==> config.mk <==
export PLATFORM = sky130hd
export DESIGN_NAME = adc_seq_top
export DESIGN_NICKNAME = d
export VERILOG_FILES = /design/src/rtl/adc_seq_pkg.sv /design/src/rtl/adc_seq_timer.sv /design/src/rtl/adc_seq_results.sv /design/src/rtl/adc_seq_irq.sv /design/src/rtl/adc_seq_top.sv
export SDC_FILE = /design/constraint.sdc
export NUM_CORES = 1
export LEC_CHECK = 0
export BUFFER_PORTS_ARGS = -buffer_cell sky130_fd_sc_hd__buf_2
export CORE_ASPECT_RATIO = 0.7
export CORE_UTILIZATION = 61
export CTS_CLUSTER_SIZE = 28
export DETAILED_ROUTE_END_ITERATION = 10
export PLACE_DENSITY = 0.85
export SETUP_SLACK_MARGIN = 0.15
export SLEW_MARGIN = 10
export SYNTH_ARGS = -nofsm -noshare
export SYNTH_HDL_FRONTEND = slang
export SYNTH_HIERARCHICAL = 1
export SYNTH_SLANG_ARGS = --single-unit
==> constraint.sdc <==
create_clock -name clk -period 5.8 [get_ports clk]
set_clock_uncertainty 0.05 [all_clocks]
set_input_delay 1.74 -clock clk [delete_from_list [all_inputs] [get_ports clk]]
set_output_delay 1.74 -clock clk [all_outputs]
set_load 0.005 [all_outputs]
==> src/rtl/adc_seq_pkg.sv <==
package adc_seq_pkg;
  localparam int CHAN_W = 4;
  localparam int DATA_W = 10;
  localparam int CODE_W = 4;

  typedef enum logic [2:0] {
    ST_IDLE,
    ST_SYNC,
    ST_DLY1,
    ST_REQ,
    ST_GAP,
    ST_TAIL
  } seq_state_t;
endpackage

==> src/rtl/adc_seq_timer.sv <==
// Coarse delay timer: either a fixed settle count, or code * step cycles.
// A code of zero completes one cycle after the load.
module adc_seq_timer #(
  parameter int STEP_CYC = 2000,
  parameter int SYNC_CYC = 1500,
  parameter int CODE_W   = 4
) (
  input  logic              clk,
  input  logic              rst,
  input  logic              clear,
  input  logic              load,
  input  logic              load_sync,
  input  logic [CODE_W-1:0] code,
  output logic              fire
);
  localparam int MAXC  = (STEP_CYC > SYNC_CYC) ? STEP_CYC : SYNC_CYC;
  localparam int PRE_W = $clog2(MAXC + 1);
  localparam int STP_W = CODE_W + 1;

  logic             active;
  logic [PRE_W-1:0] pre;
  logic [STP_W-1:0] steps;

  assign fire = active && ((steps == '0) || (steps == STP_W'(1) && pre == '0));

  always_ff @(posedge clk) begin
    if (rst || clear) begin
      active <= 1'b0;
      pre    <= '0;
      steps  <= '0;
    end else if (load) begin
      active <= 1'b1;
      if (load_sync) begin
        pre   <= PRE_W'(SYNC_CYC - 1);
        steps <= STP_W'(1);
      end else begin
        pre   <= PRE_W'(STEP_CYC - 1);
        steps <= STP_W'(code);
      end
    end else if (active) begin
      if (fire) begin
        active <= 1'b0;
      end else if (pre == '0) begin
        pre   <= PRE_W'(STEP_CYC - 1);
        steps <= steps - STP_W'(1);
      end else begin
        pre <= pre - PRE_W'(1);
      end
    end
  end
endmodule

==> src/rtl/adc_seq_results.sv <==
// Per-slot result store: one write port, registered read port.
module adc_seq_results #(
  parameter int DEPTH  = 8,
  parameter int DATA_W = 10,
  localparam int AW    = $clog2(DEPTH)
) (
  input  logic              clk,
  input  logic              we,
  input  logic [AW-1:0]     waddr,
  input  logic [DATA_W-1:0] wdata,
  input  logic [AW-1:0]     raddr,
  output logic [DATA_W-1:0] rdata
);
  logic [DATA_W-1:0] mem [DEPTH];

  always_ff @(posedge clk) begin
    if (we) mem[waddr] <= wdata;
    rdata <= mem[raddr];
  end
endmodule

==> src/rtl/adc_seq_irq.sv <==
// Sticky completion flag with write-one clear; a set beats a clear.
module adc_seq_irq (
  input  logic clk,
  input  logic rst,
  input  logic set,
  input  logic clr,
  input  logic mask,
  output logic flag,
  output logic irq
);
  logic flag_nxt;

  always_comb flag_nxt = set | (flag & ~clr);

  always_ff @(posedge clk) begin
    if (rst) begin
      flag <= 1'b0;
      irq  <= 1'b0;
    end else begin
      flag <= flag_nxt;
      irq  <= flag_nxt & ~mask;
    end
  end
endmodule

==> src/rtl/adc_seq_top.sv <==
module adc_seq_top #(
  parameter int CLK_HZ = 50_000_000,
  parameter int NSLOT  = 8,
  localparam int SLOT_W   = $clog2(NSLOT),
  localparam int CHAN_W   = adc_seq_pkg::CHAN_W,
  localparam int DATA_W   = adc_seq_pkg::DATA_W,
  localparam int CODE_W   = adc_seq_pkg::CODE_W,
  localparam int STEP_CYC = CLK_HZ / 25000,
  localparam int SYNC_CYC = (CLK_HZ * 3) / 100000
) (
  input  logic                    clk,
  input  logic                    rst,
  input  logic                    enable,
  input  logic                    start,
  input  logic                    continuous,
  input  logic [SLOT_W-1:0]       stop_idx,
  input  logic [CODE_W-1:0]       dly_first,
  input  logic [CODE_W-1:0]       dly_gap,
  input  logic [CODE_W-1:0]       dly_tail,
  input  logic [NSLOT*CHAN_W-1:0] slot_chan,
  input  logic                    done_mask,
  input  logic                    done_clr,
  output logic                    conv_req,
  output logic [CHAN_W-1:0]       conv_chan,
  input  logic                    conv_valid,
  input  logic [DATA_W-1:0]       conv_data,
  input  logic [SLOT_W-1:0]       rd_slot,
  output logic [DATA_W-1:0]       rd_data,
  output logic                    busy,
  output logic                    done_flag,
  output logic                    irq
);
  import adc_seq_pkg::*;

  seq_state_t        state, st_n;
  logic [SLOT_W-1:0] slot, slot_n, slot_inc;
  logic [CHAN_W-1:0] chan_q, chan_n;
  logic              tmr_load, tmr_sync, tmr_fire;
  logic [CODE_W-1:0] tmr_code;
  logic              res_we, done_set;

  assign slot_inc = slot + SLOT_W'(1);

  always_comb begin
    st_n     = state;
    slot_n   = slot;
    chan_n   = chan_q;
    tmr_load = 1'b0;
    tmr_sync = 1'b0;
    tmr_code = '0;
    res_we   = 1'b0;
    done_set = 1'b0;
    unique case (state)
      ST_IDLE: begin
        if (start) begin
          st_n     = ST_SYNC;
          slot_n   = '0;
          tmr_load = 1'b1;
          tmr_sync = 1'b1;
        end
      end
      ST_SYNC: begin
        if (tmr_fire) begin
          st_n     = ST_DLY1;
          tmr_load = 1'b1;
          tmr_code = dly_first;
        end
      end
      ST_DLY1: begin
        if (tmr_fire) begin
          st_n   = ST_REQ;
          chan_n = slot_chan[0 +: CHAN_W];
        end
      end
      ST_REQ: begin
        if (conv_valid) begin
          res_we = 1'b1;
          if (slot == stop_idx) begin
            done_set = 1'b1;
            if (continuous) begin
              st_n     = ST_TAIL;
              tmr_load = 1'b1;
              tmr_code = dly_tail;
            end else begin
              st_n = ST_IDLE;
            end
          end else begin
            slot_n   = slot_inc;
            chan_n   = slot_chan[slot_inc*CHAN_W +: CHAN_W];
            st_n     = ST_GAP;
            tmr_load = 1'b1;
            tmr_code = dly_gap;
          end
        end
      end
      ST_GAP: begin
        if (tmr_fire) st_n = ST_REQ;
      end
      ST_TAIL: begin
        if (tmr_fire) begin
          if (continuous) begin
            st_n   = ST_REQ;
            slot_n = '0;
            chan_n = slot_chan[0 +: CHAN_W];
          end else begin
            st_n = ST_IDLE;
          end
        end
      end
      default: st_n = ST_IDLE;
    endcase
    if (!enable) begin
      st_n     = ST_IDLE;
      tmr_load = 1'b0;
      res_we   = 1'b0;
      done_set = 1'b0;
    end
  end

  always_ff @(posedge clk) begin
    if (rst) begin
      state  <= ST_IDLE;
      slot   <= '0;
      chan_q <= '0;
    end else begin
      state  <= st_n;
      slot   <= slot_n;
      chan_q <= chan_n;
    end
  end

  assign busy      = (state != ST_IDLE);
  assign conv_req  = (state == ST_REQ);
  assign conv_chan = chan_q;

  adc_seq_timer #(
    .STEP_CYC(STEP_CYC),
    .SYNC_CYC(SYNC_CYC),
    .CODE_W  (CODE_W)
  ) u_tmr (
    .clk      (clk),
    .rst      (rst),
    .clear    (~enable),
    .load     (tmr_load),
    .load_sync(tmr_sync),
    .code     (tmr_code),
    .fire     (tmr_fire)
  );

  adc_seq_results #(
    .DEPTH (NSLOT),
    .DATA_W(DATA_W)
  ) u_res (
    .clk  (clk),
    .we   (res_we),
    .waddr(slot),
    .wdata(conv_data),
    .raddr(rd_slot),
    .rdata(rd_data)
  );

  adc_seq_irq u_irq (
    .clk (clk),
    .rst (rst),
    .set (done_set),
    .clr (done_clr),
    .mask(done_mask),
    .flag(done_flag),
    .irq (irq)
  );
endmodule

==> impl_metrics.tcl, run 1 <==
set metrics [dict create \
    initial_utilization 0.631 \
    cts_tree "yes" \
    yosysSeqAreaShare 0.556 \
    timing.slew.headroom 0.166 \
    grt_max_degree 26 \
    worst_slew_pin_slew_ns 1.25 \
    clock_latency_ns 0.40 \
    syn_area_per_cell_um2 13.2 \
    synth_top_area_frac 0.420 \
    fmax_mhz 222 \
    clock-sinks 119 \
    die_height_um 83.1 \
    yosysWarnings 6 \
    dieArea_mm2 0.00978 \
    dpl_cell_area_mm2 0.00618 \
    drtPass1Iterations 5 \
    synth_area_leader_cell "edfxtp_1" \
    antenna_found_initial 0 \
    critical_path_class "reg -> reg" \
    r2r_slack_ns 1.30 \
    cts_root_buffer "clkbuf_16" \
    irDropWorstVdd_uv 216 \
    num_vias 4011 \
    place.gp.congestion 0.877 \
    fin_hold_ws_ns 0.442 \
    setup_slack_ns 1.30 \
    worstPathArrival_ns 4.76 \
    ys_top_cells_by_count "80 x edfxtp_1, 39 x dfxtp_1, 29 x nand2_1" \
    cp_common_cell "nor3_1" \
    slew_viol_final 0 \
    drt_iter0_markers 299 \
    crit_chain "nor4_2 -> and3_1 -> a21oi_1 -> nor3_1 -> nand2_1 -> nor3_1 -> inv_1 -> a31oi_2 -> buf_4 -> and4b_1 -> a211o_1 -> o32ai_1" \
    r2r_cells 12 \
    synthesis.nets 507 \
    cp.required_ns 6.06 \
    critPathBufInv 2 \
    synth.most_common_cell "edfxtp_1" \
    hp-class "reg -> reg" \
    clkPwrFrac 0.495 \
    synth_cell_types 74 \
    cp_slowest_stage_delay_ns 0.69 \
    power_density_mw_per_mm2 317 \
    rows 29 \
    nets 588 \
    io_buffers 85 \
    synth_edf_count 80 \
    die_w_um 118 \
    synthFlopType "edfxtp_1" \
    postSynthCellCount 434 \
    globalRouteTotalUtil 0.267 \
    comb_power_share 0.074 \
    grt_remaining_overflow 0 \
    switchingPower_w 0.000464 \
    ys_seq_elements 119 \
    n_antenna_cell 0 \
    drive_gt1_frac 0.288 \
    end_kind "register" \
    setup_tns_ns 0 \
    totalWireLength_mm 12.1 \
    synth_area_mm2 0.00572 \
    finalPower_w 0.00215 \
    power_switching_share 0.216 \
    area_growth_pct 18.6 \
    grt_pass1_vias 3870 \
    critPathSlowestCell "and3_1" \
    outcome "finished, final reports clean" \
    viasPerCell 6.15 \
    cellInternalPower_w 0.00169 \
    ant_nets 0 \
    post-cts-setup-buffers 0 \
    dp_worst_setup_slack_ns 1.36 \
    clk_pin_slew_ns 0.06 \
    cts.htree.levels 4 \
    hold_violations 0 \
    grt_pass1_wl_mm 19.9 \
    final_area_mm2 0.00679 \
    clockBufferDepth 2 \
    io_pins 86 \
    cap_violations 0 \
    cpLargestDelayFamily "simple AND/OR/NAND/NOR gates" \
    synth-async-reset-ratio 0 \
    setup.worst_path.start_class "register" \
    rsz0062_at_grt "no" \
    crit_cells 12 \
    cts_hold_buf 0 \
    fin_crit_ns 4.50 \
    worstPathMaxFanout 25 \
    core-area_mm2 0.00907 \
    dp.final_hpwl_mm 7.97 \
    p_leak_nw 2.46 \
    fin_crit_sh 0.776 \
    post_cts_resized 0 \
    p_seq_frac 0.430 \
    routedWlPerCell_um 18.5 \
    cts_made_buffers 17 \
    drc 0 \
    setup_viol 0 \
    synth.area.top_cells "edfxtp_1 42%, dfxtp_1 14%, mux4_1 9.2%" \
    worstHoldPathCells 2 \
]
worst min-delay path, cell delays in order (launching register included):
cell and delay [ns]:
dfxtp_1 0.33, nand2_1 0.06, mux2i_1 0.06
state kept, by name (all words and copies together), names as in the netlist:
| name | count |
|---|---|
| u_tmr/pre | 11 |
| u_irq/irq | 1 |
| state | 3 |
| u_irq/flag | 1 |
| slot | 3 |
| conv_chan | 4 |
| u_res/rdata | 10 |
| u_res/mem | 80 |
| u_tmr/steps | 5 |
| u_tmr/active | 1 |
final timing paths:
path                  start              to
max            u_tmr/pre[2]    u_tmr/pre[3]
min          u_tmr/steps[1]  u_tmr/steps[1]
max reg2reg    u_tmr/pre[2]    u_tmr/pre[3]
min reg2reg  u_tmr/steps[1]  u_tmr/steps[1]
power groups by stage:
stage	logic [W]	clock network, W	registers [W]
after CTS	0.000159	0.00108	0.000925
after global routing	0.000176	0.00111	0.000926
after detailed placement	0.000158	0	0.000942
after global placement	0.000153	0	0.000942
final	0.000160	0.00106	0.000925
after floorplan	0.000110	0	0.000940
per-stage QoR:
step                cells  utilization
floorplan             434            -
global placement      620        0.682
detailed placement    620        0.682
CTS                   652        0.749
global route          652        0.749
finish                652        0.749
cell type report:
class | instances | area [um2]
clock buffers | 20 | 457
inverters | 16 | 60.1
flip-flops and latches | 119 | 3180
clock inverters | 12 | 150
fillers | 594 | 2280
multi-input cells | 273 | 2340
repair buffers | 88 | 448
well taps | 124 | 155
logic make-up after synthesis:
group	share of synthesized area
simple gates	0.122
flops	0.556
mux	0.132
xor+xnor	0.0105
buf+inv	0.0365
compound gates	0.132
fa+ha+maj	0.0109
layer usage:
metal | global-route usage | share of wire
met1 | 0.371 | 0.44
met2 | 0.418 | 0.47
met3 | 0.0639 | 0.074
met4 | 0.0897 | 0.0090
met5 | 0 | 0
cell usage in the layout, fill, tap and decap left out, drive strengths merged, types with 5 or more instances in the layout:
cell type	Yosys	final
dfxtp	39	39
a21oi	13	13
nor2b	13	13
a311oi	5	5
a211oi	5	5
nand2	29	29
nor3b	6	6
o21ai	10	10
nand3	6	6
a2111oi	8	8
nor3	11	11
clkbuf	12	20
nand2b	9	9
buf	14	88
mux2i	12	12
edfxtp	80	80
a31oi	11	11
ha	5	5
mux2	10	10
o22ai	5	5
nor2	27	27
inv	16	18
mux4	20	20
Power figures use the tool's default switching activity.
==> run 2, diff against run 1 <==
- CORE_UTILIZATION: 61 -> 52
- PLACE_DENSITY: 0.85 -> 0.77
- clock period: 5.8 -> 4 ns (I/O delays scaled with it)
==> impl_metrics.tcl, run 2 (synthesis gave the netlist of run 1 again) <==
set metrics [dict create \
    outcome "finished, final reports clean" \
    rsz0062_at_grt "no" \
    drtPass1Iterations 5 \
    setup.worst_path.start_class "register" \
    cts_made_buffers 17 \
    io_buffers 85 \
    grt_remaining_overflow 0 \
    critPathBufInv 4 \
    finalPower_w 0.00300 \
    p_seq_frac 0.448 \
    timing.slew.headroom 0.458 \
    clkPwrFrac 0.471 \
    ant_nets 0 \
    crit_chain "inv_1 -> ha_1 -> nor2b_1 -> and3_1 -> a21oi_1 -> nor3_1 -> nand2_1 -> nor3_1 -> buf_4 -> inv_1 -> a31oi_4 -> buf_4 -> a21oi_1 -> a211o_1 -> o32ai_1" \
    hp-class "reg -> reg" \
    critical_path_class "reg -> reg" \
    dieArea_mm2 0.0114 \
    largest_reg_flops 80 \
    cts_tree "yes" \
    cts_hold_buf 0 \
    cap_violations 0 \
    comb_power_share 0.081 \
    wl_met3_um 963 \
    n_antenna_cell 0 \
    die_height_um 89.8 \
    switchingPower_w 0.000675 \
    critPathSlowestCell "a211o_1" \
    grt_pass1_vias 3919 \
    final_common_cell "buf_2" \
    antenna_found_initial 0 \
    layout_common_cells "85 x buf_2, 80 x edfxtp_1, 39 x dfxtp_1" \
    globalRouteTotalUtil 0.230 \
    dr.max_layer_used "met4" \
    fmax_mhz 284 \
    setup_tns_ns 0 \
    drc 0 \
    clock_latency_ns 0.41 \
    fin_util 0.654 \
    clock-sinks 119 \
    routed-wl-met2_mm 5.78 \
    nets 600 \
    grt_pass1_wl_mm 20.0 \
    fin_crit_ns 3.52 \
    post_cts_resized 0 \
    fin_crit_sh 0.880 \
    drt-met1-wl_mm 5.41 \
    layoutNonFillerInstCount 688 \
    drt_iter0_markers 295 \
    setup_slack_ns 0.480 \
    clk_pin_slew_ns 0.06 \
    io_pins 86 \
    cpLargestDelayFamily "compound AO/OA/AOI/OAI gates" \
    routedWlPerCell_um 17.8 \
    hold_violations 0 \
    worst_slew_pin_slew_ns 0.813 \
    clockBufferDepth 2 \
    grt_max_degree 26 \
    drive_gt1_frac 0.300 \
    post-cts-setup-buffers 0 \
    power_switching_share 0.225 \
    largest_registers "u_res/mem (80), u_tmr/pre (11), u_res/rdata (10)" \
    dp.final_hpwl_mm 8.12 \
    max_flop_register "u_res/mem" \
    cts_root_buffer "clkbuf_16" \
    p_leak_nw 2.49 \
    setup_viol 0 \
    core-area_mm2 0.0105 \
    placed_cells 656 \
    slew_viol_final 0 \
    place.gp.congestion 0.892 \
    die_w_um 127 \
    worstPathMaxFanout 16 \
    power_density_mw_per_mm2 436 \
    viasPerCell 5.91 \
    totalWireLength_mm 12.3 \
    initial_utilization 0.545 \
    worstPathArrival_ns 3.78 \
    num_vias 4065 \
    end_kind "register" \
    dp_worst_setup_slack_ns 0.527 \
    cts.htree.levels 4 \
    irDropWorstVdd_uv 349 \
    area_growth_pct 20.1 \
    cp.required_ns 4.26 \
    cp_slowest_stage_delay_ns 0.41 \
    cellInternalPower_w 0.00232 \
    rows 31 \
]
[run 2: cell count changes in the layout (fill, tap and decap cells not counted)]
cell	before	now
a31oi_2	1	0
a31oi_4	1	2
buf_4	3	15
bufinv_16	3	1
clkbuf_1	1	2
clkinv_1	0	1
clkinv_2	4	2
clkinv_4	0	1
clkinvlp_4	3	5
inv_6	2	1
[run 2: metrics by stage]
step	instance area (um2)	hold slack [ns]
5_1_grt	6870	0.459
4_1_cts	6860	0.441
3_5_place_dp	6300	0.436
6_report	6870	0.441
3_3_place_gp	6300	0.424
2_1_floorplan	5720	0.401
[run 2: routing by layer]
| layer | up-vias | track usage |
|---|---|---|
| li1 | 1916 | - |
| met1 | 1952 | 0.314 |
| met2 | 185 | 0.353 |
| met3 | 12 | 0.0577 |
| met4 | 0 | 0.0933 |
| met5 | - | 0 |
[run 2: worst min-delay path: cells and delay by family (launching register included)]
| kind | cells | cell delay (ns) |
|---|---|---|
| AND/OR/NAND/NOR | 1 | 0.06 |
| flip-flops | 1 | 0.32 |
| multiplexers | 1 | 0.06 |
[run 2: worst paths after layout]
path,start,to,slack [ns],depth (start not counted)
min reg2reg,u_tmr/steps[1],u_tmr/steps[1],0.44,2
min,u_tmr/steps[1],u_tmr/steps[1],0.44,2
max,u_tmr/pre[1],u_tmr/pre[3],0.48,15
max reg2reg,u_tmr/pre[1],u_tmr/pre[3],0.48,15
[run 2: area by class of cell]
type / count / area (um2)
clock inverter: 11 / 98.8
clock buffer: 21 / 460
inverter: 16 / 60.1
fill: 776 / 3640
timing repair buffer: 100 / 538
multi-input combinational: 273 / 2350
sequential: 119 / 3180
tap: 148 / 185
[run 2: power by group through the flow]
stage	Clock [W]	Combinational [W]	Sequential (W)
after CTS	0.00144	0.000239	0.00134
after floorplan	0	0.000159	0.00136
after detailed placement	0	0.000236	0.00137
final	0.00141	0.000243	0.00134
after global placement	0	0.000230	0.00137
after global routing	0.00149	0.000262	0.00134
